## src/rtl/cal_pkg.sv

```systemverilog
package cal_pkg;
  localparam int TIME_W = 21;
  localparam int DATE_W = 19;

  // two-digit BCD increment, no range check
  function automatic logic [7:0] bcd_inc(input logic [7:0] v);
    if (v[3:0] >= 4'd9) return {v[7:4] + 4'd1, 4'd0};
    return {v[7:4], v[3:0] + 4'd1};
  endfunction

  function automatic int bcd_bin(input logic [7:0] v);
    return int'(v[7:4]) * 10 + int'(v[3:0]);
  endfunction

  // last day of month, in BCD
  function automatic logic [7:0] last_day(input logic [7:0] mo, input logic [7:0] yr);
    int m;
    m = bcd_bin(mo);
    if (m == 2) return ((bcd_bin(yr) % 4) == 0) ? 8'h29 : 8'h28;
    if (m == 4 || m == 6 || m == 9 || m == 11) return 8'h30;
    return 8'h31;
  endfunction
endpackage

```

## src/rtl/cal_prescaler.sv

```systemverilog
module cal_prescaler #(
  parameter int AW = 7,
  parameter int SW = 8
) (
  input  logic          clk_i,
  input  logic          rst_ni,
  input  logic          tick_i,
  input  logic          freeze_i,
  input  logic [AW-1:0] a_div_i,
  input  logic [SW-1:0] s_div_i,
  output logic          sec_en_o
);
  logic [AW-1:0] a_cnt;
  logic [SW-1:0] s_cnt;
  logic a_wrap, s_wrap;

  assign a_wrap   = (a_cnt >= a_div_i);
  assign s_wrap   = (s_cnt >= s_div_i);
  assign sec_en_o = tick_i && !freeze_i && a_wrap && s_wrap;

  always_ff @(posedge clk_i or negedge rst_ni) begin
    if (!rst_ni) begin
      a_cnt <= '0;
      s_cnt <= '0;
    end else if (freeze_i) begin
      a_cnt <= '0;
      s_cnt <= '0;
    end else if (tick_i) begin
      if (a_wrap) begin
        a_cnt <= '0;
        s_cnt <= s_wrap ? '0 : s_cnt + 1'b1;
      end else begin
        a_cnt <= a_cnt + 1'b1;
      end
    end
  end

  a_r8_frozen_zero: assert property (@(posedge clk_i) disable iff (!rst_ni)
    freeze_i |=> (a_cnt == '0 && s_cnt == '0));
  a_r2_wrap_zero: assert property (@(posedge clk_i) disable iff (!rst_ni)
    sec_en_o |=> (a_cnt == '0 && s_cnt == '0));
endmodule

```

## src/rtl/cal_clock.sv

```systemverilog
module cal_clock
  import cal_pkg::*;
(
  input  logic              clk_i,
  input  logic              rst_ni,
  input  logic              en_i,
  input  logic              ld_i,
  input  logic [TIME_W-1:0] ld_val_i,
  output logic [TIME_W-1:0] time_o,
  output logic              day_cy_o
);
  logic [7:0] sec_q, min_q, hr_q;
  logic       pm_q;
  logic       sec_top, min_top, hr_top;

  assign sec_top  = (sec_q == 8'h59);
  assign min_top  = (min_q == 8'h59);
  assign hr_top   = (hr_q == 8'h23);
  assign day_cy_o = en_i && !ld_i && sec_top && min_top && hr_top;
  assign time_o   = {pm_q, hr_q[5:0], min_q[6:0], sec_q[6:0]};

  always_ff @(posedge clk_i or negedge rst_ni) begin
    if (!rst_ni) begin
      sec_q <= '0;
      min_q <= '0;
      hr_q  <= '0;
      pm_q  <= 1'b0;
    end else if (ld_i) begin
      pm_q  <= ld_val_i[20];
      hr_q  <= {2'b0, ld_val_i[19:14]};
      min_q <= {1'b0, ld_val_i[13:7]};
      sec_q <= {1'b0, ld_val_i[6:0]};
    end else if (en_i) begin
      sec_q <= sec_top ? 8'h00 : bcd_inc(sec_q);
      if (sec_top) begin
        min_q <= min_top ? 8'h00 : bcd_inc(min_q);
        if (min_top) hr_q <= hr_top ? 8'h00 : bcd_inc(hr_q);
      end
    end
  end

  a_r3_sec_wrap: assert property (@(posedge clk_i) disable iff (!rst_ni)
    (en_i && !ld_i && sec_top) |=> (sec_q == 8'h00));
  a_r3_min_hold: assert property (@(posedge clk_i) disable iff (!rst_ni)
    (!ld_i && !(en_i && sec_top)) |=> $stable(min_q));
endmodule

```

## src/rtl/cal_date.sv

```systemverilog
module cal_date
  import cal_pkg::*;
(
  input  logic              clk_i,
  input  logic              rst_ni,
  input  logic              en_i,
  input  logic              ld_i,
  input  logic [DATE_W-1:0] ld_val_i,
  output logic [DATE_W-1:0] date_o
);
  logic [7:0] yr_q, mo_q, dy_q;
  logic       dy_top, mo_top, yr_top;

  assign dy_top = (dy_q == last_day(mo_q, yr_q));
  assign mo_top = (mo_q == 8'h12);
  assign yr_top = (yr_q == 8'h99);
  assign date_o = {yr_q, mo_q[4:0], dy_q[5:0]};

  always_ff @(posedge clk_i or negedge rst_ni) begin
    if (!rst_ni) begin
      yr_q <= 8'h00;
      mo_q <= 8'h01;
      dy_q <= 8'h01;
    end else if (ld_i) begin
      yr_q <= ld_val_i[18:11];
      mo_q <= {3'b0, ld_val_i[10:6]};
      dy_q <= {2'b0, ld_val_i[5:0]};
    end else if (en_i) begin
      dy_q <= dy_top ? 8'h01 : bcd_inc(dy_q);
      if (dy_top) begin
        mo_q <= mo_top ? 8'h01 : bcd_inc(mo_q);
        if (mo_top) yr_q <= yr_top ? 8'h00 : bcd_inc(yr_q);
      end
    end
  end

  a_r5_year_wrap: assert property (@(posedge clk_i) disable iff (!rst_ni)
    (en_i && !ld_i && yr_top && mo_top && dy_q == 8'h31)
      |=> (yr_q == 8'h00 && mo_q == 8'h01 && dy_q == 8'h01));
  a_r4_feb_end: assert property (@(posedge clk_i) disable iff (!rst_ni)
    (en_i && !ld_i && mo_q == 8'h02 && dy_q == 8'h29) |=> (mo_q == 8'h03 && dy_q == 8'h01));
endmodule

```

## src/rtl/bcd_calendar.sv

```systemverilog
module bcd_calendar
  import cal_pkg::*;
#(
  parameter int AW = 7,
  parameter int SW = 8
) (
  input  logic              clk_i,
  input  logic              rst_ni,
  input  logic              tick_i,
  input  logic [AW-1:0]     async_div_i,
  input  logic [SW-1:0]     sync_div_i,
  input  logic              init_req_i,
  output logic              init_ack_o,
  output logic              inited_o,
  input  logic              wr_time_i,
  input  logic              wr_date_i,
  input  logic [TIME_W-1:0] wdata_i,
  output logic [TIME_W-1:0] time_o,
  output logic [DATE_W-1:0] date_o
);
  logic mode_q, inited_q;
  logic sec_en, day_cy, ld_time, ld_date;

  assign ld_time    = wr_time_i && mode_q;
  assign ld_date    = wr_date_i && mode_q;
  assign init_ack_o = mode_q;
  assign inited_o   = inited_q;

  always_ff @(posedge clk_i or negedge rst_ni) begin
    if (!rst_ni) begin
      mode_q   <= 1'b0;
      inited_q <= 1'b0;
    end else begin
      mode_q <= init_req_i;
      if (ld_time || ld_date) inited_q <= 1'b1;
    end
  end

  cal_prescaler #(.AW(AW), .SW(SW)) u_presc (
    .clk_i, .rst_ni, .tick_i,
    .freeze_i (mode_q),
    .a_div_i  (async_div_i),
    .s_div_i  (sync_div_i),
    .sec_en_o (sec_en)
  );

  cal_clock u_clock (
    .clk_i, .rst_ni,
    .en_i     (sec_en),
    .ld_i     (ld_time),
    .ld_val_i (wdata_i),
    .time_o   (time_o),
    .day_cy_o (day_cy)
  );

  cal_date u_date (
    .clk_i, .rst_ni,
    .en_i     (day_cy),
    .ld_i     (ld_date),
    .ld_val_i (wdata_i[DATE_W-1:0]),
    .date_o   (date_o)
  );

  a_r6_ack_rise: assert property (@(posedge clk_i) disable iff (!rst_ni)
    init_req_i |=> init_ack_o);
  a_r6_frozen: assert property (@(posedge clk_i) disable iff (!rst_ni)
    (init_ack_o && !wr_time_i && !wr_date_i) |=> ($stable(time_o) && $stable(date_o)));
  a_r7_ignored: assert property (@(posedge clk_i) disable iff (!rst_ni)
    (!init_ack_o && !sec_en) |=> ($stable(time_o) && $stable(date_o)));
  a_r9_sticky: assert property (@(posedge clk_i) disable iff (!rst_ni)
    inited_o |=> inited_o);
endmodule

```

## config.mk

```make
export PLATFORM = sky130hd
export DESIGN_NAME = bcd_calendar
export DESIGN_NICKNAME = d
export VERILOG_FILES = /design/src/rtl/cal_pkg.sv /design/src/rtl/cal_prescaler.sv /design/src/rtl/cal_clock.sv /design/src/rtl/cal_date.sv /design/src/rtl/bcd_calendar.sv
export SDC_FILE = /design/constraint.sdc
export NUM_CORES = 1
export LEC_CHECK = 0
export BUFFER_PORTS_ARGS = -buffer_cell sky130_fd_sc_hd__clkbuf_2
export CAP_MARGIN = 10
export CORE_MARGIN = 3
export CORE_UTILIZATION = 45
export DETAILED_ROUTE_END_ITERATION = 8
export PLACE_DENSITY = 0.66
export SYNTH_ARGS = -nofsm -noshare
export SYNTH_HDL_FRONTEND = slang
export SYNTH_SLANG_ARGS = --single-unit
export TNS_END_PERCENT = 30
```

## constraint.sdc

```tcl
create_clock -name clk_i -period 7.3 [get_ports clk_i]
set_input_delay 1.095 -clock clk_i [delete_from_list [all_inputs] [get_ports clk_i]]
set_output_delay 1.095 -clock clk_i [all_outputs]
set_load 0.05 [all_outputs]
```

Yosys cells after proc, flatten, opt, wreduce, memory -nomap -nowiden
Index checks and enable logic that the tools add are counted.

storage, ports and cells
  word-level logic and storage cells = 172
  output and inout bits = 42
  flip-flop bits (word level) = 66
  bits of input ports = 42

operators by class
  magnitude comparators = 8
  add/subtract/negate cells = 16
  bitwise operators = 1
  multipliers = 2
  muxes and demuxes = 75
  reductions and logical operators = 42
  eq/ne operators = 11

operator list
  operator             count
  $mux 8               44
  $add 32x5->32        2
  $eq 32x4->1 const B  2
  $eq 32x5->1 const B  2
  $add 4x1->4 const B  12
  $eq 32x3->1 const B  1
  $logic_not 32->1     1
  $mux 1               28
  $ge 4x4->1 const B   6
  $mux 7               3
  $reduce_bool 3->1    6
  $eq 8x7->1 const B   2
  $reduce_bool 2->1    8
  $mul 4x3->7 const B  2
  $reduce_and 3->1     4
  $reduce_and 2->1     5
  $logic_and 1x1->1    9
  $add 8x1->8 const B  1
  $eq 8x5->1 const B   1
  $eq 8x6->1 const B   1
  $eq 8x8->1           1
  $eq 8x8->1 const B   1
  $ge 8x8->1           1
  $reduce_and 4->1     2
  6 further kinds      10

Logic depth before layout (Yosys ltp)
Gate-level depths: netlist of run 1.

  word-level depth = 20
  depth in mapped cells = 13

Cells and area by module
Synthesis of run 1 repeated with hierarchy kept, for this count alone.

second synthesis, totals
  cells, all modules = 595
  area, all modules = 5318.9 sq um

modules (own cells, without submodules)
  module         cells an instance  times used  area an instance (sq um)
  cal_date       239                1           2072.0
  cal_clock      210                1           1920.6
  cal_prescaler  140                1           1251.2
  bcd_calendar   6                  1           75.1

Worst setup path before layout of run 1
Ideal clock, no wire load.

  path kind = reg-to-reg
  start = register u_date.mo_q[5]
  end = register u_date.mo_q[6]
  arrival time = 3594 ps
  clock period less this slack = 3672 ps
  setup time = 78 ps
  data required time = 7222 ps
  cell stages (with the launch flop) = 12
  buffers on the path = 0
  path slack = 3628 ps
  path through = dfrtp_1 > ha_1 > ha_1 > fa_1 > nand2_1 > or4_1 > a222oi_1 > nand4_1 > a22oi_4 > nand2_4 > or4_1 > a21oi_1

on the way
  word-level cells in the longest chain between the ends = 13

ends and longest elaborated chain
  item                           RTL line        RTL
  start, declared                cal_date.sv:11  logic [7:0] yr_q, mo_q, dy_q;
  start signal, assigned         cal_date.sv:26  mo_q <= {3'b0, ld_val_i[10:6]};
  start signal, assigned         cal_date.sv:31  mo_q <= mo_top ? 8'h01 : bcd_inc(mo_q);
  $mul 4x3->7                    cal_pkg.sv:12   return int'(v[7:4]) * 10 + int'(v[3:0]);
  $add 32x5->32                  cal_pkg.sv:12
  $eq 32x4->1                    cal_pkg.sv:20   if (m == 4 || m == 6 || m == 9 || m == 11) return 8'h30;
  $logic_or 1x1->1 (3 in a row)  cal_pkg.sv:20
  $mux 1 (2 in a row)            cal_pkg.sv:20
  $mux 8                         cal_pkg.sv:21   return 8'h31;
  $mux 8                         cal_pkg.sv:20
  $eq 8x8->1                     cal_date.sv:14  assign dy_top = (dy_q == last_day(mo_q, yr_q));
  $reduce_bool 2->1 (no line)    n/a
  $reduce_and 3->1 (no line)     n/a

Several ways; a longest one is shown, not always the timed one. The select of a mux whose other input is x is not followed.
A chain may end at the register's enable or synchronous reset.

Final worst setup path of run 1
  start = register u_date.mo_q[5]
  end = register u_date.yr_q[1]

on the way
  word-level cells in the longest chain between the ends = 13

ends and longest elaborated chain
  item                            RTL line        RTL
  $mul 4x3->7                     cal_pkg.sv:12
  $add 32x5->32                   cal_pkg.sv:12
  $eq 32x4->1                     cal_pkg.sv:20
  $logic_or 1x1->1 (3 in a row)   cal_pkg.sv:20
  $mux 1 (2 in a row)             cal_pkg.sv:20
  $mux 8                          cal_pkg.sv:21
  $mux 8                          cal_pkg.sv:20
  $eq 8x8->1                      cal_date.sv:14
  $reduce_bool 2->1 (no line)     n/a
  $reduce_and 3->1 (no line) (*)  n/a
  end signal, assigned            cal_date.sv:25  yr_q <= ld_val_i[18:11];
  end signal, assigned            cal_date.sv:32  if (mo_top) yr_q <= yr_top ? 8'h00 : bcd_inc(yr_q);
  end, declared                   cal_date.sv:11

Mark *: on every way between the ends. The rest lies on a longest branch, timed or not. The select of a mux whose other input is x is not followed.

==> metrics.md, run 1 <==
| Metric | Value |
|---|---|
| Outcome | `complete, no violations` |
| Number of global-route vias before repair | `4493` |
| H-tree levels | `3` |
| Syn Nets | `714` |
| First-pass GRT wire length | `21300 µm` |
| Crit path DAT | `4.62 ns` |
| Seq/Total Area, Yosys | `32.5%` |
| Via count | `4606` |
| Die Area | `0.0126 mm²` |
| Port bufs | `83` |
| GRT Overall Usage | `20.2%` |
| Yosys cell types | `62` |
| CP required | `7.55 ns` |
| DP Cell Count | `793` |
| Final setup vio count | `0` |
| Post-cts resize count | `0` |
| Drt initial violations | `414` |
| Area leader, netlist | `dfrtp_1` |
| Crit path kind | `register to register` |
| Fin. max-slew vios | `0` |
| Initial antenna violation count | `0` |
| Period utilisation layout | `59.8%` |
| Post-synth EDFFs | `0` |
| Final Non-Filler Cells | `809` |
| Post-Synthesis Cells | `616` |
| Leading cell type in the layout, fill and taps excluded | `clkbuf_2` |
| Largest net degree at the start of global routing | `67` |
| Grt ovf | `0` |
| Setup crit start kind | `register` |
| Syn Area/Cell | `8.25 µm²` |
| Pre-antenna DRT Iters | `4` |
| Final min period | `4.36 ns` |
| Synth top area share | `31.5%` |
| Total CTS buffers | `9` |
| Pwr dens | `244 mW/mm²` |
| Initial Util | `46.5%` |
| Reg clk slew, reported paths | `0.06 ns` |
| Relative slew slack | `21.2%` |
| Mapped cell area | `0.00508 mm²` |
| Yosys reg bits | `66` |
| FMAX | `229 MHz` |
| ANT nets after route | `0` |
| # IOs | `84` |
| Max Clock Skew | `0.00917 ns` |
| Power share of the combinational group | `33.2%` |
| CTS root buf | `clkbuf_16` |
| Synth warnings | `0` |
| Clock share of power | `31.9%` |
| Critical-path maximum fanout | `15` |
| Switching power | `0.552 mW` |
| Die H | `112 µm` |
| Ant diodes | `0` |
| Dominant synthesized flop cell | `dfrtp_1` |
| Hold buffer count at CTS | `0` |
| Layout cell share with drive strength beyond 1 | `17.2%` |
| Row cnt | `38` |
| GP Congestion | `0.840` |
| Sw Ratio | `39.7%` |
| Drt drc | `0` |
| Clk Latency, worst-skew pair | `0.33 ns` |
| Final HPWL from detailed placement | `9390 µm` |
| Hold WC Path Type | `register to register` |
| Total of max-cap violations | `0` |
| Clock Tree Buf Depth | `2` |
| Via density per instance | `5.69` |
| Max rail drop VDD | `213 µV` |
| Synth area leaders | `dfrtp_1 (32%), ha_1 (13%), o21ai_0 (5.1%)` |
| TritonCTS Sinks | `66` |
| Least-Margin Pin Slew | `1.17 ns` |
| Sequential power share | `34.9%` |
| CP Capture Type | `register` |
| Core area | `0.0109 mm²` |
| Synth async-reset ratio | `100%` |
| Fillers | `1048` |
| Final setup TNS | `0 ns` |
| Internal | `0.837 mW` |
| Highest-count cells in the layout ignoring fill and taps | `clkbuf_2 (82), nand2_1 (68), dfrtp_1 (64)` |
| Unrepaired setup endpoints after global routing | `no` |
| # nets final | `762` |
| TritonCTS clock tree | `built` |
| Area grow syn2layout | `12.3%` |
| Postcts setup bufs | `0` |
| Post-Route WL | `12600 µm` |
| Static Leak | `2.71 nW` |
| Die Width | `112 µm` |
| Wire length per cell | `15.6 µm` |
| Fin. Hold Viols | `0` |
final timing paths:
path                           startpoint                to  slack [ns]  cells after the start
max in group asynchronous          rst_ni   u_clock.hr_q[1]        5.76                      2
hold reg to reg                  inited_o          inited_o        0.47                      1
setup reg to reg           u_date.mo_q[5]    u_date.yr_q[1]        2.94                     11
hold / removal                   inited_o          inited_o        0.47                      1
min in group asynchronous          rst_ni  u_presc.s_cnt[0]        0.94                      2
setup / recovery           u_date.mo_q[5]    u_date.yr_q[1]        2.94                     11
cell usage after synthesis (2+ instances only):
master and n:
nand2_1 68, ha_1 54, a31oi_1 10, and3_1 7, nor4bb_1 3, a211o_1 2
fa_1 2, nand4_1 11, mux2i_1 5, a21boi_0 2, dfstp_2 2, nor4_1 4
nor3b_1 2, o211ai_1 5, nand3b_1 2, o2111ai_1 2, nor2b_1 10, o221ai_1 2
and2_1 6, a32oi_1 3, or3b_2 2, o21ai_0 52, a21o_1 6, nor3_1 14
or3_1 8, o21a_1 3, clkbuf_1 18, or4b_2 2, buf_4 32, xor2_1 6
or4_1 6, o31ai_1 6, nor4b_1 2, inv_1 42, nor2_1 55, nand3_1 33
a211oi_1 3, nand2b_1 10, a21oi_1 28, dfrtp_1 64
routing by layer:
layer	GRT usage, %	vias up	part of all wire (%)	wire length [µm]
met5	0	-	0	0
met4	6.33	0	1.6	202
met3	4.47	18	5.6	708
met2	32.4	135	47	5880
met1	27.4	2202	46	5790
li1	-	2251	-	-
cell families after synthesis:
logic type	after synthesis	synth area share, %
AND/OR/NAND/NOR	251	24.8
AO/OA/AOI/OAI	137	16.9
buffers and inverters	93	9.26
flip-flops	66	32.5
adder cells (fa/ha/maj)	56	14.1
XOR/XNOR	7	1.21
multiplexers	6	1.21
power groups by stage:
stage                     sequential, mW  combinational [mW]  clock, mW
after floorplan                    0.493               0.374          0
after global placement             0.488               0.448          0
after detailed placement           0.490               0.461          0
after CTS                          0.484               0.463      0.453
after global routing               0.495               0.502      0.472
final                              0.485               0.461      0.444
sequential cells by signal (all words and copies together), names as in the netlist:
signal,count
inited_o,1
u_date.yr_q,8
u_presc.a_cnt,7
u_presc.s_cnt,8
u_date.mo_q,8
u_clock.sec_q,8
u_clock.min_q,8
u_date.dy_q,8
init_ack_o,1
u_clock.hr_q,8
u_clock.pm_q,1
cell type report:
| class | instances | area, µm² | share of cell area [%] |
|---|---|---|---|
| repair buffers | 88 | 453 | 7.94 |
| inverters | 42 | 158 | 2.76 |
| multi-input cells | 457 | 2960 | 51.8 |
| well taps | 140 | 175 | 3.07 |
| clock buffers | 14 | 274 | 4.80 |
| clock inverters | 2 | 35.0 | 0.614 |
| flip-flops and latches | 66 | 1650 | 29.0 |
metrics by stage:
step / util (%) / hold slack (ns) / area, µm² / worst slack [ns] / power, mW
finish: 52.2 / 0.475 / 5710 / 2.94 / 1.39
global route: 52.2 / 0.497 / 5710 / 2.78 / 1.47
CTS: 52.2 / 0.480 / 5710 / 2.98 / 1.40
detailed placement: 49.4 / 0.464 / 5400 / 2.82 / 0.952
global placement: 49.4 / 0.456 / 5400 / 3.04 / 0.936
floorplan: - / 0.447 / 5080 / 3.63 / 0.867
critical path: stages (launching register included):
cell      delay (ns)
dfrtp_1         0.44
ha_1            0.33
ha_1            0.22
fa_1            0.55
nand2_1         0.09
or4_1           0.51
a222oi_1        0.51
nand4_1         0.27
a22oi_4         0.47
nand3_1         0.30
or3b_1          0.42
a31oi_1         0.17
(Power assumes the default switching activity.)
==> run 2, diff against run 1 <==
==> constraint.sdc (replaced) <==
create_clock -name clk_i -period 4.3 [get_ports clk_i]
set_input_delay 0.645 -clock clk_i [delete_from_list [all_inputs] [get_ports clk_i]]
set_output_delay 0.645 -clock clk_i [all_outputs]
set_load 0.05 [all_outputs]
==> metrics.md, run 2 (same netlist as run 1, synthesis figures left out) <==
| Metric | Value |
|---|---|
| Final setup TNS | `0 ns` |
| CP Capture Type | `register` |
| # nets final | `766` |
| Max Clock Skew | `0.00828 ns` |
| Hold buffer count at CTS | `0` |
| Setup crit start kind | `register` |
| Leading cell type in the layout, fill and taps excluded | `clkbuf_2` |
| Die Area | `0.0126 mm²` |
| FMAX | `253 MHz` |
| Crit path kind | `register to register` |
| DP Cell Count | `796` |
| Layout cell share with drive strength beyond 1 | `18.0%` |
| Final Non-Filler Cells | `813` |
| Via density per instance | `5.62` |
| Highest-count cells in the layout ignoring fill and taps | `clkbuf_2 (82), nand2_1 (68), dfrtp_1 (64)` |
| Fin. max-slew vios | `0` |
| Final setup vio count | `0` |
| TritonCTS clock tree | `built` |
| Reg clk slew, reported paths | `0.06 ns` |
| Total Power | `2.32 mW` |
| Number of global-route vias before repair | `4419` |
| H-tree levels | `3` |
| Post-cts resize count | `0` |
| Die H | `112 µm` |
| Largest net degree at the start of global routing | `38` |
| Final HPWL from detailed placement | `9360 µm` |
| Grt ovf | `0` |
| ANT nets after route | `0` |
| Fillers | `1093` |
| Critical-path maximum fanout | `7` |
| Initial antenna violation count | `0` |
| Port bufs | `83` |
| Clk Latency, worst-skew pair | `0.33 ns` |
| CP required | `4.55 ns` |
| Initial Util | `46.5%` |
| Least-Margin Pin Slew | `1.08 ns` |
| Pre-antenna DRT Iters | `5` |
| Drt drc | `0` |
| CP top delay family | `simple AND/OR/NAND/NOR gates` |
| Period utilisation layout | `92.0%` |
| Outcome | `complete, no violations` |
| Drt initial violations | `302` |
| Critical-path top delay cell | `fa_1` |
| Crit-path max cell delay | `0.55 ns` |
| GRT Overall Usage | `19.8%` |
| Post-Route WL | `12200 µm` |
| Relative slew slack | `28.1%` |
| Via count | `4573` |
| Core area | `0.0109 mm²` |
| Pwr dens | `406 mW/mm²` |
| GP Congestion | `0.886` |
| CP dominant cell by count | `ha_1` |
| Area grow syn2layout | `12.6%` |
| Die Width | `112 µm` |
| Ant diodes | `0` |
| Hold WC Path Type | `primary input to asynchronous set/reset pin` |
| First-pass GRT wire length | `20700 µm` |
| # IOs | `84` |
| Worst Path Buf+Inv | `1` |
| Fin. Hold Viols | `0` |
| Static Leak | `2.72 nW` |
| Clock Tree Buf Depth | `2` |
| Row cnt | `38` |
| CTS root buf | `clkbuf_16` |
| Final min period | `3.96 ns` |
| TritonCTS Sinks | `66` |
| Cell Chain, Critical Path | `ha_1 -> ha_1 -> fa_1 -> nand2_1 -> or4_1 -> a222oi_1 -> buf_4 -> nand4_1 -> a22oi_4 -> nand3_1 -> or3b_1 -> a31oi_1` |
| Total of max-cap violations | `0` |
| Total CTS buffers | `9` |
| Max rail drop VDD | `309 µV` |
| Crit path DAT | `4.21 ns` |
| Unrepaired setup endpoints after global routing | `no` |
| Wire length per cell | `15.0 µm` |
run 2: area by class of cell:
| cell class | count | area [µm²] | share of cell area, % |
|---|---|---|---|
| inverters | 42 | 158 | 2.75 |
| clock inverters | 7 | 70.1 | 1.22 |
| repair buffers | 92 | 483 | 8.44 |
| clock buffers | 9 | 225 | 3.94 |
| multi-input cells | 457 | 2960 | 51.7 |
| well taps | 140 | 175 | 3.06 |
| flip-flops and latches | 66 | 1650 | 28.9 |
run 2: stage by stage:
stage | instance area, µm² | setup slack, ns | util [%] | hold slack [ns]
final | 5720 | 0.342 | 52.3 | 0.416
after detailed placement | 5420 | 0.252 | 49.6 | 0.461
after global routing | 5720 | 0.105 | 52.3 | 0.397
after global placement | 5420 | 0.402 | 49.6 | 0.455
after CTS | 5720 | 0.220 | 52.3 | 0.401
after floorplan | 5080 | 0.628 | - | 0.349
run 2: path summary, 6_finish.rpt:
check,startpoint,endpoint,slack [ns],cells past startpoint
setup / recovery,u_date.mo_q[5],u_date.yr_q[1],0.34,12
hold / removal,rst_ni,u_presc.s_cnt[3],0.42,1
setup reg to reg,u_date.mo_q[5],u_date.yr_q[1],0.34,12
hold reg to reg,inited_o,inited_o,0.48,1
max in group asynchronous,rst_ni,u_date.mo_q[0],2.92,2
min in group clk_i,init_req_i,init_ack_o,0.42,1
run 2: timing repair:
item                                   in CTS  in global routing
setup buffers                               0                  1
setup endpoints to repair                   0                  8
endpoints found under the hold margin       0                  0
run 2: where the power goes:
| part | internal (mW) | switching, mW |
|---|---|---|
| Clock | 0.446 | 0.278 |
| Combinational | 0.231 | 0.547 |
| Sequential | 0.698 | 0.124 |
run 2: metal layers:
layer	vias to the layer above	GRT usage [%]	share of wire [%]
li1	2254	-	-
met1	2182	26.2	45
met2	116	31.4	47
met3	21	5.82	6.0
met4	0	6.01	2.1
met5	-	0	0
